<file path="config.mk">
export PLATFORM = sky130hd
export DESIGN_NAME = rx_irq_fifo
export DESIGN_NICKNAME = d
export VERILOG_FILES = /design/src/rtl/rx_irq_fifo.sv
export SDC_FILE = /design/constraint.sdc
export NUM_CORES = 1
export LEC_CHECK = 0
export CORE_ASPECT_RATIO = 0.9
export CORE_MARGIN = 2
export CORE_UTILIZATION = 30
export CTS_BUF_LIST = sky130_fd_sc_hd__clkbuf_2 sky130_fd_sc_hd__clkbuf_4 sky130_fd_sc_hd__clkbuf_8
export DETAILED_ROUTE_END_ITERATION = 16
export PLACE_DENSITY = 0.44
export SLEW_MARGIN = 20
export SYNTH_ARGS = -nofsm -noshare
export SYNTH_HDL_FRONTEND = slang
export SYNTH_SLANG_ARGS = --single-unit
</file>
<file path="constraint.sdc">
create_clock -name clk -period 3.7 [get_ports clk]
set_input_delay 0.74 -clock clk [delete_from_list [all_inputs] [get_ports clk]]
set_output_delay 0.74 -clock clk [all_outputs]
set_load 0.01 [all_outputs]
</file>
<file path="src/rtl/rx_irq_fifo.sv">
module rx_irq_fifo #(
  parameter int DEPTH  = 8,
  parameter int DW     = 8,
  parameter int EW     = 3,
  parameter int THRESH = 4
) (
  input  logic          clk,
  input  logic          rst_n,
  input  logic          push,
  input  logic [DW-1:0] push_data,
  input  logic [EW-1:0] push_err,
  input  logic          pop,
  input  logic [1:0]    mode,
  input  logic          thresh_en,
  input  logic          in_service,
  input  logic          ovr_clr,
  output logic [DW-1:0] rd_data,
  output logic [EW-1:0] rd_err,
  output logic          data_avail,
  output logic          overrun,
  output logic          irq_char,
  output logic          irq_spec
);
  localparam int AW = (DEPTH > 1) ? $clog2(DEPTH) : 1;
  localparam int CW = $clog2(DEPTH + 1);
  localparam logic [1:0] M_OFF   = 2'd0;
  localparam logic [1:0] M_FIRST = 2'd1;
  localparam logic [1:0] M_ALL   = 2'd2;
  localparam logic [1:0] M_SPEC  = 2'd3;
  localparam logic [CW-1:0] C_FULL = CW'(DEPTH);
  localparam logic [CW-1:0] C_THR  = CW'(THRESH);

  logic [DW-1:0] dmem [DEPTH];
  logic [EW-1:0] emem [DEPTH];
  logic [AW-1:0] rd_ptr, wr_ptr;
  logic [CW-1:0] count;
  logic          armed;

  wire empty   = (count == '0);
  wire full    = (count == C_FULL);
  wire do_pop  = pop && !empty;
  wire do_push = push && (!full || do_pop);
  wire ovf     = push && full && !pop;

  function automatic logic [AW-1:0] wrap(input logic [AW-1:0] p, input int unsigned k);
    int unsigned s;
    s = (int'(p) + k) % DEPTH;
    return AW'(s);
  endfunction

  assign rd_data    = dmem[rd_ptr];
  assign rd_err     = emem[rd_ptr];
  assign data_avail = !empty;

  logic [THRESH-1:0] win_err;
  for (genvar i = 0; i < THRESH; i++) begin : g_win
    assign win_err[i] = (count > CW'(i)) && (|emem[wrap(rd_ptr, i)]);
  end

  wire head_err = !empty && (|rd_err);
  wire thr_on   = thresh_en && (mode == M_ALL);

  logic char_req, spec_req;
  always_comb begin
    char_req = 1'b0;
    spec_req = 1'b0;
    unique case (mode)
      M_OFF: ;
      M_FIRST: begin
        char_req = armed && !empty;
        spec_req = head_err;
      end
      M_ALL: begin
        if (thr_on) begin
          char_req = (count >= C_THR) && !(|win_err);
          spec_req = |win_err;
        end else begin
          char_req = !empty;
          spec_req = head_err;
        end
      end
      M_SPEC: spec_req = head_err;
      default: ;
    endcase
  end

  always_ff @(posedge clk) begin
    if (do_push) begin
      dmem[wr_ptr] <= push_data;
      emem[wr_ptr] <= push_err;
    end
  end

  always_ff @(posedge clk or negedge rst_n) begin
    if (!rst_n) begin
      rd_ptr   <= '0;
      wr_ptr   <= '0;
      count    <= '0;
      armed    <= 1'b1;
      overrun  <= 1'b0;
      irq_char <= 1'b0;
      irq_spec <= 1'b0;
    end else begin
      if (do_push) wr_ptr <= wrap(wr_ptr, 1);
      if (do_pop)  rd_ptr <= wrap(rd_ptr, 1);
      if (do_push && !do_pop)      count <= count + 1'b1;
      else if (do_pop && !do_push) count <= count - 1'b1;
      if (ovf)          overrun <= 1'b1;
      else if (ovr_clr) overrun <= 1'b0;
      if (empty)                               armed <= 1'b1;
      else if (in_service && mode == M_FIRST)  armed <= 1'b0;
      irq_char <= char_req && !in_service;
      irq_spec <= spec_req && !in_service;
    end
  end

  a_r1_count_bound: assert property (@(posedge clk) disable iff (!rst_n)
    count <= C_FULL);
  a_r2_push_avail: assert property (@(posedge clk) disable iff (!rst_n)
    push |=> data_avail);
  a_r3_overrun_set: assert property (@(posedge clk) disable iff (!rst_n)
    (push && full && !pop) |=> overrun);
  a_r4_pushpop_level: assert property (@(posedge clk) disable iff (!rst_n)
    (push && pop && !empty) |=> $stable(count));
  a_r6_in_service_gate: assert property (@(posedge clk) disable iff (!rst_n)
    in_service |=> (!irq_char && !irq_spec));
  a_r7_off_quiet: assert property (@(posedge clk) disable iff (!rst_n)
    (mode == M_OFF) |=> (!irq_char && !irq_spec));
  a_r14_spec_no_char: assert property (@(posedge clk) disable iff (!rst_n)
    (mode == M_SPEC) |=> !irq_char);
endmodule

</file>
==> impl_metrics.yaml, run 1 <==
outcome:
  outcome: "completed"
clock_network:
  htreeDepth: 3
  cts_hold_buf: 0
  cts-root-buf: "clkbuf_8"
  cts_tree: "done"
  clkSlewWorstSetupHoldPaths_ps: 100
  clk_path_buf_depth: 2
  cts_made_buffers: 9
  clock_latency_ps: 380
  post_cts_buffers: 0
  post_cts_resized: 0
  cts.sinks: 102
worst_setup_path:
  start_kind: "flip-flop"
  crit_required_ps: 2960
  path_class: "flip-flop to primary output"
  worstPathArrival_ps: 2580
  worst-path-max-fanout: 18
  crit_path_end_kind: "primary output"
routing:
  ant_nets: 0
  wire_per_inst_um: 18.3
  drt_pass1_iterations: 4
  drc: 0
  via_per_inst: 4.76
  initialDrtViolationCount: 208
  wl_um: 9680
  vias: 2517
die:
  die-width_um: 134
  core-area_um2: 14700
  num_rows: 42
  die_area_um2: 16100
  start_util: 0.308
  die_y_um: 121
  pin_count: 35
finish:
  nets: 358
  fillers: 1401
  drive_gt1_frac: 0.218
  design_area_um2: 5390
  area_delta_synth_final_pct: 19.1
  ff_latch_area_um2: 3000
  diodes: 0
  utilization: 0.367
  multiInputGateArea_um2: 1460
global_routing:
  grt_first_pass_wirelength_um: 15400
  grt_antenna_before_repair: 0
  grt_pass1_vias: 2609
  grt_max_degree: 29
  track_usage: 0.129
  overflow: 0
placement:
  dp_hpwl_um: 6340
  gp_congestion: 0.744
  place_ws_ps: 681
  io_buffers: 34
  dpl-instance-area_um2: 5200
timing:
  slew_headroom: 0.296
  hold_viol_final: 0
  finalCritPeriodShare: 0.897
  worst_slew_pin_slew_ps: 1060
  skew_ps: 12.6
  max_freq_mhz: 301
  setup_viol_count_final: 0
  rsz0062_at_grt: "no"
  drv_slew: 0
  tns_ps: 0
  fin_ws_ps: 381
  period_minus_slack_ps: 3320
  timing.hold.ws_ps: 478
synthesis:
  synth.avg_cell_area_um2: 16.3
  syn_inst: 278
  synth_ff_type: "edfxtp_1"
  yosysWarnings: 0
  synth_edf_count: 88
  synthAdderAreaFrac: 0.0331
  synth-xor-area-share: 0.0210
  synth-seq-cells: 102
  yosysUniqueCellTypes: 42
  yosysSeqAreaShare: 0.661
  synth_top_family_by_area: "multiplexers"
  synth_mux_area_frac: 0.143
  synth_compound_area_frac: 0.0334
  syn_nets: 310
  yosys.area_share.simple: 0.0862
  async_flop_share: 0.137
  synth_area_um2: 4530
power_and_ir_drop:
  internal-power_mw: 2.65
  power_frac_clock: 0.176
  p_leak_nw: 1.82
  p_comb_frac: 0.408
  p_per_area_nw_per_um2: 748
  seqPwrFrac: 0.416
  ir_worst_vdd_mv: 0.273
  sw_frac_of_total: 0.344
  power_switching_mw: 1.39
flow_run:
  cap_violations: 0
hold_path:
  hp-class: "flip-flop to flip-flop"
==> path summary, 6_finish.rpt <==
check	startpoint	slack [ps]	to	depth (start not counted)
worst max register to register	rd_ptr[0]	920	irq_spec	8
worst max-delay path	rd_ptr[0]	380	rd_data[2]	4
worst min-delay path	armed	480	armed	2
max in group asynchronous	rst_n	2430	rd_ptr[0]	1
worst min register to register	armed	480	armed	2
min in group asynchronous	rst_n	780	overrun	1
==> power groups by stage <==
stage / combinational, mW / sequential, mW / clock [mW]
3_3_place_gp: 1.67 / 1.71 / 0
3_5_place_dp: 1.67 / 1.71 / 0
6_report: 1.65 / 1.68 / 0.710
4_1_cts: 1.68 / 1.69 / 0.741
2_1_floorplan: 1.16 / 1.58 / 0
5_1_grt: 1.82 / 1.72 / 0.783
==> cell usage in the layout (no fill, tap or decap), types with 3 or more instances in the layout <==
master	netlist	layout
buf_4	0	13
nor2_1	9	9
mux2_2	10	10
nand2_1	26	26
a2111oi_0	3	3
nand3_1	4	4
xor2_1	4	4
inv_1	9	9
nor4_1	8	7
mux4_2	22	22
nand2b_1	4	4
xnor2_1	5	5
ha_1	12	12
edfxtp_1	88	88
mux2i_1	4	4
dfrtp_1	13	12
o21ai_0	5	5
clkdlybuf4s50_1	0	34
nor3_1	16	12
clkbuf_8	0	9
nor3_2	0	4
==> metal layers <==
metal  GRT usage  vias up  wire [um]
met3      0.0386        7        377
met5           0        -          0
met4      0.0332        0        106
met1       0.178     1276       4700
li1            -     1192          -
met2       0.200       42       4490
==> through the flow <==
stage,total power [mW],cells
final,4.04,529
after detailed placement,3.38,513
after global routing,4.32,529
after floorplan,2.74,278
after CTS,4.11,529
after global placement,3.38,513
==> cells in the mapped netlist, types with 2 or more instances <==
cell | count | area [um2]
mux2_2 | 10 | 113
inv_1 | 9 | 33.8
mux4_2 | 22 | 495
nand4_1 | 2 | 12.5
a2111oi_0 | 3 | 26.3
o21ai_0 | 5 | 25.0
dfrtp_1 | 13 | 325
buf_6 | 3 | 33.8
xor2_1 | 4 | 35.0
and3_1 | 2 | 12.5
nor3_1 | 16 | 80.1
nand3_1 | 4 | 20.0
nand2b_1 | 4 | 25.0
nand2_1 | 26 | 97.6
nor4_1 | 8 | 50.1
nor2_1 | 9 | 33.8
ha_1 | 12 | 150
clkbuf_1 | 4 | 15.0
xnor2_1 | 5 | 43.8
mux2i_1 | 4 | 40.0
edfxtp_1 | 88 | 2640
buf_2 | 3 | 15.0
or4_1 | 2 | 15.0
a21oi_1 | 2 | 10.0
==> cell families (layout without fill, tap and decap cells) <==
logic type      count (synthesis)  in the layout
buf+inv                        20             73
simple gates                   78             78
flops                         102            102
mux                            36             36
fa+ha+maj                      12             12
compound gates                 20             20
xor+xnor                       10             10
==> worst max-delay path, cell delays in order, from the launching register on <==
cell,delay (ps)
dfrtp_2,680
buf_12,230
mux4_2,510
mux2_2,290
clkdlybuf4s50_1,480
==> sequential cells by signal, summed over array words and instances, names as in the netlist <==
| register | count |
|---|---|
| dmem | 64 |
| irq_spec | 1 |
| emem | 24 |
| wr_ptr | 3 |
| rd_ptr | 3 |
| overrun | 1 |
| count | 4 |
| armed | 1 |
| irq_char | 1 |
==> final cells by class <==
type / instances / area share
flip-flops and latches: 102 / 0.555
multi-input cells: 156 / 0.271
repair buffers: 48 / 0.0849
well taps: 198 / 0.0459
clock buffers: 9 / 0.0230
clock inverters: 7 / 0.0137
inverters: 9 / 0.00626
(Power assumes the default switching activity.)
==> inputs of run 2 (changes only) <==
CELL_PAD_IN_SITES_DETAIL_PLACEMENT = 1   (was unset)
CELL_PAD_IN_SITES_GLOBAL_PLACEMENT = 1   (was unset)
CORE_UTILIZATION = 31   (was 30)
PLACE_DENSITY = 0.51   (was 0.44)
==> run 2 against run 1 <==
Against the previous run:
- worst hold slack about the same
- global-route usage rose by 0.55 points
- clock power fell by 3.9%
==> impl_metrics.yaml, run 2 (same netlist as run 1, synthesis figures left out) <==
finish:
  top_regs: "dmem x64, emem x24, count x4"
  largest_reg_flops: 64
  nets: 360
  final_cell_mix: "edfxtp_1 (88), clkdlybuf4s50_1 (34), nand2_1 (26), mux4_2 (22), buf_4 (15)"
  drive_gt1_frac: 0.222
  diodes: 0
  mostFrequentLayoutCell: "edfxtp_1"
  largest-register: "dmem"
  area_delta_synth_final_pct: 19.1
  stdcell_count: 526
routing:
  ant_nets: 0
  wl_um: 9860
  initialDrtViolationCount: 142
  wire_per_inst_um: 18.7
  drt_pass1_iterations: 4
  vias: 2519
  via_per_inst: 4.79
  drc: 0
clock_network:
  cts_made_buffers: 9
  post_cts_buffers: 0
  htreeDepth: 3
  cts.sinks: 102
  cts_tree: "done"
  post_cts_resized: 0
  clock_latency_ps: 390
  clk_path_buf_depth: 2
  cts-root-buf: "clkbuf_8"
  cts_hold_buf: 0
  clkSlewWorstSetupHoldPaths_ps: 110
worst_setup_path:
  crit_slowest_cell: "dfrtp_2"
  path_class: "flip-flop to primary output"
  crit_required_ps: 2960
  cpPeakStageDelay_ps: 700
  worst-path-max-fanout: 19
  r2r_start: "rd_ptr[0]"
  crit_path_end_kind: "primary output"
  worst_r2r_path_depth: 7
  r2r_slack_ps: 720
  crit_chain: "buf_4 -> mux4_2 -> mux2_2 -> clkdlybuf4s50_1"
  rr_endpoint: "irq_char"
  worstPathArrival_ps: 2620
  start_kind: "flip-flop"
timing:
  period_minus_slack_ps: 3360
  drv_slew: 0
  worst_slew_pin_slew_ps: 922
  max_freq_mhz: 297
  setup_viol_count_final: 0
  hold_viol_final: 0
  tns_ps: 0
  skew_ps: 17.2
  fin_ws_ps: 337
  slew_headroom: 0.385
  rsz0062_at_grt: "no"
  finalCritPeriodShare: 0.909
  timing.hold.ws_ps: 477
power_and_ir_drop:
  ir_worst_vdd_mv: 0.239
  p_comb_frac: 0.415
  p_per_area_nw_per_um2: 747
  internal-power_mw: 2.60
  sw_frac_of_total: 0.354
  power_mw: 4.03
  power_frac_clock: 0.169
  seqPwrFrac: 0.416
  power_switching_mw: 1.43
  p_leak_nw: 1.83
hold_path:
  hold_depth: 2
  hp-start: "armed"
  hold_path_end: "armed"
  hp-class: "flip-flop to flip-flop"
global_routing:
  grt_antenna_before_repair: 0
  grt_max_degree: 20
  grt_pass1_vias: 2726
  grt_first_pass_wirelength_um: 15800
  track_usage: 0.134
  overflow: 0
flow_run:
  cap_violations: 0
placement:
  dp_hpwl_um: 6700
  place_ws_ps: 624
  gp_congestion: 0.699
  dp.cells: 510
  io_buffers: 34
die:
  num_rows: 41
  die_y_um: 119
  start_util: 0.320
  die_area_um2: 15600
  core-area_um2: 14200
  die-width_um: 131
  pin_count: 35
outcome:
  outcome: "completed"
run 2: area by class of cell:
cell class,count,area [um2]
Multi-Input combinational cell,156,1460
Clock inverter,7,65.1
Tap cell,193,241
Clock buffer,9,124
Timing Repair Buffer,50,473
Fill cell,1455,8760
Sequential cell,102,3000
Inverter,9,33.8
run 2: per-layer routing:
| metal | vias to the layer above | track usage | routed length [um] |
|---|---|---|---|
| met4 | 0 | 0.0367 | 90 |
| met5 | - | 0 | 0 |
| met1 | 1275 | 0.183 | 4680 |
| li1 | 1197 | - | - |
| met2 | 39 | 0.214 | 4750 |
| met3 | 8 | 0.0356 | 336 |
run 2: power by group through the flow:
stage	Sequential, mW	Clock [mW]	Combinational, mW
floorplan	1.58	0	1.16
global placement	1.71	0	1.70
detailed placement	1.71	0	1.71
CTS	1.68	0.710	1.71
global route	1.71	0.752	1.83
finish	1.68	0.682	1.67
run 2: how the worst max path moves through the flow:
stage                 endpoint  slack (ps)  startpoint  depth (start not counted)
floorplan           dmem[0][0]        1030    count[0]                          6
global placement    rd_data[7]         730   rd_ptr[0]                          4
detailed placement    count[3]         620         pop                          8
CTS                 rd_data[7]         270   rd_ptr[0]                          4
global route        rd_data[4]         180   rd_ptr[0]                          4
finish              rd_data[7]         340   rd_ptr[0]                          4
run 2: stage by stage:
stage	cell area (um2)	utilization
finish	5390	0.381
floorplan	4530	-
CTS	5390	0.381
global route	5390	0.381
detailed placement	5200	0.368
global placement	5200	0.368
run 2: critical path, delay by kind of cell (launching register included):
family | cells | cell delay, ps
buffers and inverters | 2 | 740
multiplexers | 2 | 780
flip-flops | 1 | 700
==> inputs of run 3 (changes only) <==
CTS_BUF_LIST = sky130_fd_sc_hd__clkbuf_8   (was sky130_fd_sc_hd__clkbuf_2 sky130_fd_sc_hd__clkbuf_4 sky130_fd_sc_hd__clkbuf_8)
==> results of run 3 <==
Final layout, timing and power as in run 2 (identical DEF).
